**src/rtl/sb3d_pkg.sv**
```systemverilog
package sb3d_pkg;

    typedef enum logic [1:0] {
        CFG_IDLE = 2'd0,
        CFG_LOAD = 2'd1,
        CFG_RUN  = 2'd2
    } cfg_state_e;

    localparam int FACES      = 6;
    localparam int PEERS      = FACES - 1;
    localparam int PAIRS      = FACES * PEERS / 2;
    localparam int BLK_BITS   = 2 * PAIRS;

    // slot of the unordered face pair lo<hi, 0..14
    function automatic int pair_slot(input int lo, input int hi);
        return lo * (2 * FACES - 1 - lo) / 2 + (hi - lo - 1);
    endfunction

    // chain position of the switch at track trk of the lower face of a pair
    function automatic int switch_bit(input int w, input int slot, input int trk);
        int mir;
        int blk;
        mir = w - 1 - trk;
        blk = (trk < mir) ? trk : mir;
        if (trk == mir)
            return blk * BLK_BITS + slot;
        return blk * BLK_BITS + 2 * slot + ((trk > mir) ? 1 : 0);
    endfunction

endpackage

```
**src/rtl/sb3d_cfg_chain.sv**
```systemverilog
module sb3d_cfg_chain #(
    parameter int NBITS = 45
) (
    input  logic             clk,
    input  logic             rst_n,
    input  logic             cfg_en,
    input  logic             cfg_bit,
    output logic [NBITS-1:0] cfg_q,
    output logic             run
);
    import sb3d_pkg::*;

    cfg_state_e state, state_nx;

    always_comb begin
        state_nx = state;
        unique case (state)
            CFG_IDLE: if (cfg_en)  state_nx = CFG_LOAD;
            CFG_LOAD: if (!cfg_en) state_nx = CFG_RUN;
            CFG_RUN:  if (cfg_en)  state_nx = CFG_LOAD;
            default:               state_nx = CFG_IDLE;
        endcase
    end

    always_ff @(posedge clk or negedge rst_n) begin
        if (!rst_n) state <= CFG_IDLE;
        else        state <= state_nx;
    end

    always_comb begin
        run = (state == CFG_RUN);
    end

    always_ff @(posedge clk or negedge rst_n) begin
        if (!rst_n)      cfg_q <= '0;
        else if (cfg_en) cfg_q <= {cfg_q[NBITS-2:0], cfg_bit};
    end

    AST_LOAD_ON_ENABLE: assert property (@(posedge clk) disable iff (!rst_n)
        cfg_en |=> (state == CFG_LOAD));
    AST_CFG_HOLD: assert property (@(posedge clk) disable iff (!rst_n)
        !cfg_en |=> $stable(cfg_q));
    AST_RUN_AFTER_LOAD: assert property (@(posedge clk) disable iff (!rst_n)
        (state == CFG_LOAD && !cfg_en) |=> run);

endmodule

```
**src/rtl/sb3d_terminal.sv**
```systemverilog
module sb3d_terminal #(
    parameter int NP = 5
) (
    input  logic          run,
    input  logic [NP-1:0] peer_in,
    input  logic [NP-1:0] peer_en,
    output logic          drive,
    output logic          conflict
);
    localparam int CW = $clog2(NP + 1);

    logic [NP-1:0] active;
    logic [CW-1:0] n_active;

    always_comb begin
        active   = peer_in & peer_en;
        n_active = '0;
        for (int i = 0; i < NP; i++)
            n_active = n_active + CW'(active[i]);
        drive    = run && (|active);
        conflict = run && (n_active >= CW'(2));
    end

endmodule

```
**src/rtl/sb3d_switch_block.sv**
```systemverilog
module sb3d_switch_block #(
    parameter int W = 3
) (
    input  logic             clk,
    input  logic             rst_n,
    input  logic             cfg_en,
    input  logic             cfg_bit,
    input  logic [6*W-1:0]   term_in,
    output logic [6*W-1:0]   term_out,
    output logic [6*W-1:0]   term_conflict
);
    import sb3d_pkg::*;

    localparam int NSW  = PAIRS * W;
    localparam int NTRM = FACES * W;

    logic [NSW-1:0] cfg_q;
    logic           run;

    sb3d_cfg_chain #(.NBITS(NSW)) u_chain (
        .clk     (clk),
        .rst_n   (rst_n),
        .cfg_en  (cfg_en),
        .cfg_bit (cfg_bit),
        .cfg_q   (cfg_q),
        .run     (run)
    );

    for (genvar f = 0; f < FACES; f++) begin : g_face
        for (genvar t = 0; t < W; t++) begin : g_trk
            logic [PEERS-1:0] p_in;
            logic [PEERS-1:0] p_en;
            for (genvar g = 0; g < FACES; g++) begin : g_peer
                if (g != f) begin : g_link
                    localparam int Q   = (g < f) ? g : g - 1;
                    localparam int LOF = (f < g) ? f : g;
                    localparam int HIF = (f < g) ? g : f;
                    localparam int LOT = (f < g) ? t : W - 1 - t;
                    localparam int SB  = switch_bit(W, pair_slot(LOF, HIF), LOT);
                    assign p_in[Q] = term_in[g*W + (W-1-t)];
                    assign p_en[Q] = cfg_q[SB];
                end
            end
            sb3d_terminal #(.NP(PEERS)) u_term (
                .run      (run),
                .peer_in  (p_in),
                .peer_en  (p_en),
                .drive    (term_out[f*W + t]),
                .conflict (term_conflict[f*W + t])
            );
        end
    end

    AST_SILENT_UNLESS_RUN: assert property (@(posedge clk) disable iff (!rst_n)
        !run |-> (term_out == '0 && term_conflict == '0));
    AST_CONFLICT_HAS_DRIVE: assert property (@(posedge clk) disable iff (!rst_n)
        (term_conflict & ~term_out) == '0);
    AST_NO_CFG_NO_DRIVE: assert property (@(posedge clk) disable iff (!rst_n)
        (cfg_q == '0) |-> (term_out == '0));
    AST_QUIET_INPUTS: assert property (@(posedge clk) disable iff (!rst_n)
        (term_in == '0) |-> (term_out == '0));

    localparam int UNUSED_NTRM = NTRM;

endmodule

```
**config.mk**
```make
export PLATFORM = sky130hd
export DESIGN_NAME = sb3d_switch_block
export DESIGN_NICKNAME = d
export VERILOG_FILES = /design/src/rtl/sb3d_pkg.sv /design/src/rtl/sb3d_cfg_chain.sv /design/src/rtl/sb3d_terminal.sv /design/src/rtl/sb3d_switch_block.sv
export SDC_FILE = /design/constraint.sdc
export NUM_CORES = 1
export LEC_CHECK = 0
export CAP_MARGIN = 20
export CELL_PAD_IN_SITES_DETAIL_PLACEMENT = 1
export CELL_PAD_IN_SITES_GLOBAL_PLACEMENT = 1
export CORE_ASPECT_RATIO = 0.8
export CORE_MARGIN = 2
export CORE_UTILIZATION = 45
export DETAILED_ROUTE_END_ITERATION = 8
export DONT_BUFFER_PORTS = 1
export PLACE_DENSITY = 0.76
export SLEW_MARGIN = 30
export SYNTH_ARGS = -nofsm -noshare
export SYNTH_HDL_FRONTEND = slang
export SYNTH_SLANG_ARGS = --single-unit
```
**constraint.sdc**
```tcl
create_clock -name clk -period 5.05 [get_ports clk]
set_input_delay 0.7575 -clock clk [delete_from_list [all_inputs] [get_ports clk]]
set_output_delay 0.7575 -clock clk [all_outputs]
set_load 0.01 [all_outputs]
```
==> impl_metrics.ini, run 1 <==
[global_route]
grt_pass1_vias = 3034
grt_usage_pct = 20.2
grt_overflow_total = 0
antenna_found_initial = 0
grt_pass1_wl_um = 16400
met2_usage_pct = 32.9
met3_usage_pct = 3.30
grt_max_degree = 48
grtUsageMet1_pct = 29.5
busiest_layer = met2

[sta]
final-setup-viol-count = 0
clock_skew_ns = 0.00415
period_minus_slack_ns = 3.55
min_period_over_period_pct = 70.3
drv_slew = 0
fin_ws_ns = 1.50
maxSlewHeadroom_pct = 38.7
hold_viol_final = 0
rsz0062_at_grt = false
tightest_slew_ns = 0.920
max_freq_mhz = 282
fin_tns_setup_ns = 0

[critical_path]
path_cells = and2_1 -> ha_1 -> inv_1 -> fa_1 -> or2_2 -> fa_1 -> a21oi_1
crit_path_frequent_cell = fa_1
critical_path_required_ns = 4.29
cp-start-kind = input pin
path_class = input pin to output pin
end_kind = output pin
path_delay_family = adder cells
max_stage_delay_ns = 0.46
critical_path_buf_inv_count = 1
slowest_stage = fa_1
arrival_ns = 2.79
path_max_fanout = 5

[synth]
ys_warn_count = 0
synth.area.top_cells = dfrtp_1 (27%), fa_1 (16%), ha_1 (10%)
synthFlopType = dfrtp_1
ys_ff_latch = 47
syn_inst = 429
synth.largest_area_cell = dfrtp_1
synth_cell_types = 17
synth_common_cells = inv_1 (72), nand2_1 (72), dfrtp_1 (47)
syn_area_um2 = 4380
synth_edf_count = 0
synth_top_area_share_pct = 26.9
yosysSeqAreaShare_pct = 26.9
avgSynthCellArea_um2 = 10.2
synthArstFlopShare_pct = 100
syn_nets = 523

[detailed_routing]
routed_wirelength_um = 10100
drt-pass1-iter-count = 4
ant_nets = 0
num_vias = 2764
drtIter0Drc = 84
drc_errors = 0
via_per_inst = 5.42
wire_per_inst_um = 19.8

[cts]
numCtsBuffers = 5
cts-resized-gates = 0
clockBufferDepth = 2
clock-root-buffer = clkbuf_16
clk_latency_ns = 0.28
cts_tree = done
postCtsHoldBufs = 0
clk_pin_slew_ns = 0.06
htree_levels = 2
post-cts-setup-buffer-count = 0
cts.sinks = 47

[placed_design]
dpl.cell_count = 503
detailed_place_hpwl_um = 8130
pre_cts_ws_ns = 1.47
place_congestion = 0.832
portBuffers = 0
place_area_um2 = 4170

[cells_and_area]
num_antenna_cells = 0
areaGrowthSynthToFinish_pct = -1.03
drive_above_1_share_pct = 18.9
nNetsFinal = 485
layout.cells.non_filler = 510
seqCellArea_um2 = 1180
multiInputGateArea_um2 = 2580
fillers = 1048
stdcell_area_um2 = 4330

[floorplanning]
pin_count = 58
core_area_um2 = 9570
rows = 32
dieWidth_um = 114
dieHeight_um = 92.2
die_area_um2 = 10500
initial_core_util_pct = 45.8

[power]
leakagePower_nw = 1.83
vdd_drop_max_mv = 0.160
power_density_nw_per_um2 = 347
finalPower_mw = 1.50

[outcome]
outcome = complete, no violations

[run]
cap_violations = 0

[min_path]
hold_class = input pin to asynchronous set/reset pin
[per-stage QoR]
| step | hold WS, ns | utilization [%] |
|---|---|---|
| after global routing | 0.148 | 45.3 |
| final | 0.169 | 45.3 |
| after global placement | 0.457 | 43.6 |
| after detailed placement | 0.464 | 43.6 |
| after CTS | 0.160 | 45.3 |
| after floorplan | 0.444 | - |
[cell usage in the layout (no fill, tap or decap), types with 5 or more instances in the layout]
master	n
or2_2	18
a21oi_1	19
and2_1	18
mux2_4	28
nand2_1	72
ha_1	36
mux2_2	17
dfrtp_1	47
fa_1	36
clkbuf_16	5
inv_1	72
a41oi_1	15
[cells by family after synthesis]
family / synth area share, %
compound gates: 6.46
fa+ha+maj: 26.7
buf+inv: 14.4
flops: 26.9
mux: 14.0
simple gates: 11.6
[per-layer routing]
metal  up-vias  routed length, um
met5         -                  0
met4         0                 47
met3         4                573
met2        58               4740
met1      1457               4720
li1       1245                  -
[state kept, by name, summed over array words and instances, names as in the netlist]
signal	count
u_chain.cfg_q	45
u_chain.state	2
[where the power goes]
| part | internal, mW | switching, mW |
|---|---|---|
| sequential | 0.479 | 0.129 |
| clock | 0.231 | 0.135 |
| combinational | 0.262 | 0.269 |
| total | 0.972 | 0.532 |
[final cells by class]
type	instances	area share, %
clock buffers	5	2.89
clock inverters	2	0.866
inverters	72	6.24
multi-input cells	265	59.4
flip-flops and latches	47	27.1
well taps	119	3.44
[path summary, 6_finish.rpt]
| check | start | to | slack, ns | cells after the start |
|---|---|---|---|---|
| max | term_in[2] | term_conflict[9] | 1.50 | 7 |
| min | rst_n | u_chain.cfg_q[18] | 0.17 | 0 |
| max reg2reg | u_chain.state[0] | u_chain.state[1] | 3.67 | 2 |
| min reg2reg | u_chain.state[0] | u_chain.state[0] | 0.48 | 1 |
| max in group asynchronous | rst_n | u_chain.cfg_q[25] | 4.79 | 0 |
| min in group clk | u_chain.state[0] | u_chain.state[0] | 0.48 | 1 |
[worst register-to-register path, cell delays in order (launching register included)]
cell and delay, ns:
dfrtp_1 0.38, nand2b_2 0.62, a21oi_1 0.30
No activity file was read; power rests on OpenSTA's default activity.
==> run 2, diff against run 1 <==
PLACE_DENSITY = 0.79   (was 0.76)
clock period = 3.2 ns   (was 5.05 ns; I/O delays follow)
==> run 2 against run 1 <==
Clock power increased by 35%. Worst setup slack got worse by 1.4 ns. Largest power group is now combinational cells. Via count increased by 2.2%. Worst hold slack got worse by 0.12 ns. Critical path depth unchanged. Sequential share of layout area decreased by 1.5 points. Highest routed layer unchanged. Wire length increased by 4.0%.
==> impl_metrics.ini, run 2 (synthesis results as in run 1) <==
[outcome]
outcome = complete, no violations

[cts]
numCtsBuffers = 5
htree_levels = 2
clk_pin_slew_ns = 0.06
cts.sinks = 47
cts_tree = done
clock-root-buffer = clkbuf_16
clk_latency_ns = 0.28
clockBufferDepth = 2

[critical_path]
arrival_ns = 2.65
critical_path_buf_inv_count = 1
path_max_fanout = 2
crit_path_frequent_cell = fa_1
cp-start-kind = flop
path_cells = and2_1 -> ha_1 -> inv_1 -> fa_1 -> or2_2 -> fa_1 -> a21oi_2
path_class = flop to output pin
slowest_stage = fa_1
path_delay_family = adder cells
end_kind = output pin
reg2reg_slack_ns = 2.03
max_stage_delay_ns = 0.46
critical_path_required_ns = 2.72

[cells_and_area]
largest_registers = u_chain.cfg_q: 45 flops, u_chain.state: 2 flops
final_cell_mix = inv_1 (71), nand2_1 (65), dfrtp_1 (44)
largest_register_ffs = 45
layout_commonest_cell = inv_1
areaGrowthSynthToFinish_pct = 5.29
drive_above_1_share_pct = 32.3
final_core_util_pct = 48.2
top_register = u_chain.cfg_q
num_antenna_cells = 0
nNetsFinal = 500

[floorplanning]
die_area_um2 = 10500
rows = 32
dieWidth_um = 114
pin_count = 58
dieHeight_um = 92.2
initial_core_util_pct = 45.8
core_area_um2 = 9570

[global_route]
grt_pass1_wl_um = 16700
antenna_found_initial = 0
grt_overflow_total = 0
grt_pass1_vias = 3033
grt_max_degree = 48
grt_usage_pct = 20.6

[detailed_routing]
drc_errors = 0
drt-pass1-iter-count = 4
num_vias = 2824
drtIter0Drc = 100
ant_nets = 0
wire_per_inst_um = 20.0
routed_wirelength_um = 10500
via_per_inst = 5.39

[power]
clkPwrFrac_pct = 19.7
internal_power_mw = 1.58
power_density_nw_per_um2 = 544
p_comb_share_pct = 41.8
leakagePower_nw = 1.93
power.switching_uw = 926
pwr-share-seq_pct = 38.5
swShare_pct = 37.0
vdd_drop_max_mv = 0.306

[sta]
tightest_slew_ns = 0.628
maxSlewHeadroom_pct = 58.1
hold_viol_final = 0
max_freq_mhz = 320
final-setup-viol-count = 0
rsz0062_at_grt = true
min_period_over_period_pct = 97.8
fin_tns_setup_ns = 0
clock_skew_ns = 0.00510
drv_slew = 0
period_minus_slack_ns = 3.13

[min_path]
hold_class = input pin to asynchronous set/reset pin

[run]
cap_violations = 0

[placed_design]
detailed_place_hpwl_um = 8150
place_congestion = 0.796
portBuffers = 0
==> run 2: timing repair <==
action                                  CTS  global route
endpoints found under the hold margin    47             0
hold buffers                              1             0
pin swaps                                 0            27
endpoints found under the setup margin   11            17
resized for setup                        11            40
buffers inserted                          0            13
==> run 2: routing by layer <==
metal | part of all wire, % | GRT usage, % | wire length [um] | vias up
met5 | 0 | 0 | 0 | -
met2 | 48 | 33.9 | 5030 | 48
li1 | - | - | - | 1272
met3 | 3.7 | 3.37 | 385 | 8
met1 | 48 | 29.6 | 4990 | 1496
met4 | 0.80 | 2.13 | 84 | 0
==> run 2: worst paths after layout <==
check | from | end | depth (start not counted)
max | u_chain.cfg_q[4] | term_conflict[11] | 7
min | rst_n | u_chain.cfg_q[0] | 1
max reg2reg | u_chain.state[1] | u_chain.state[1] | 2
min reg2reg | u_chain.state[0] | u_chain.state[0] | 1
max in group asynchronous | rst_n | u_chain.cfg_q[34] | 1
min in group clk | cfg_en | u_chain.state[1] | 1
==> run 2: final cells by class <==
| class | count | area, um2 |
|---|---|---|
| timing repair buffer | 15 | 133 |
| fill | 1043 | 4960 |
| sequential | 47 | 1180 |
| clock inverter | 1 | 7.51 |
| multi-input combinational | 265 | 2750 |
| inverter | 72 | 270 |
| clock buffer | 5 | 125 |
| tap | 119 | 149 |
==> run 2: per-stage QoR <==
step | hold slack, ns | std cells | setup slack [ns] | area [um2] | total power, mW
floorplan | 0.184 | 429 | 0.342 | 4380 | 1.61
global placement | 0.186 | 504 | 0.240 | 4180 | 1.74
detailed placement | 0.187 | 504 | 0.195 | 4180 | 1.83
CTS | 0.0517 | 511 | -0.00172 | 4380 | 2.37
global route | 0.0544 | 524 | -0.0293 | 4610 | 2.71
finish | 0.0457 | 524 | 0.0716 | 4610 | 2.51
==> run 2: power groups by stage <==
stage | combinational, mW | clock, mW | sequential (mW)
floorplan | 0.735 | 0 | 0.879
global placement | 0.782 | 0 | 0.960
detailed placement | 0.859 | 0 | 0.973
CTS | 0.908 | 0.500 | 0.962
global route | 1.20 | 0.525 | 0.988
finish | 1.05 | 0.494 | 0.965
==> run 2: worst reg2reg max path: stages (launching register included) <==
cell and delay, ns:
dfrtp_1 0.41, nand2b_4 0.47, a21oi_1 0.14
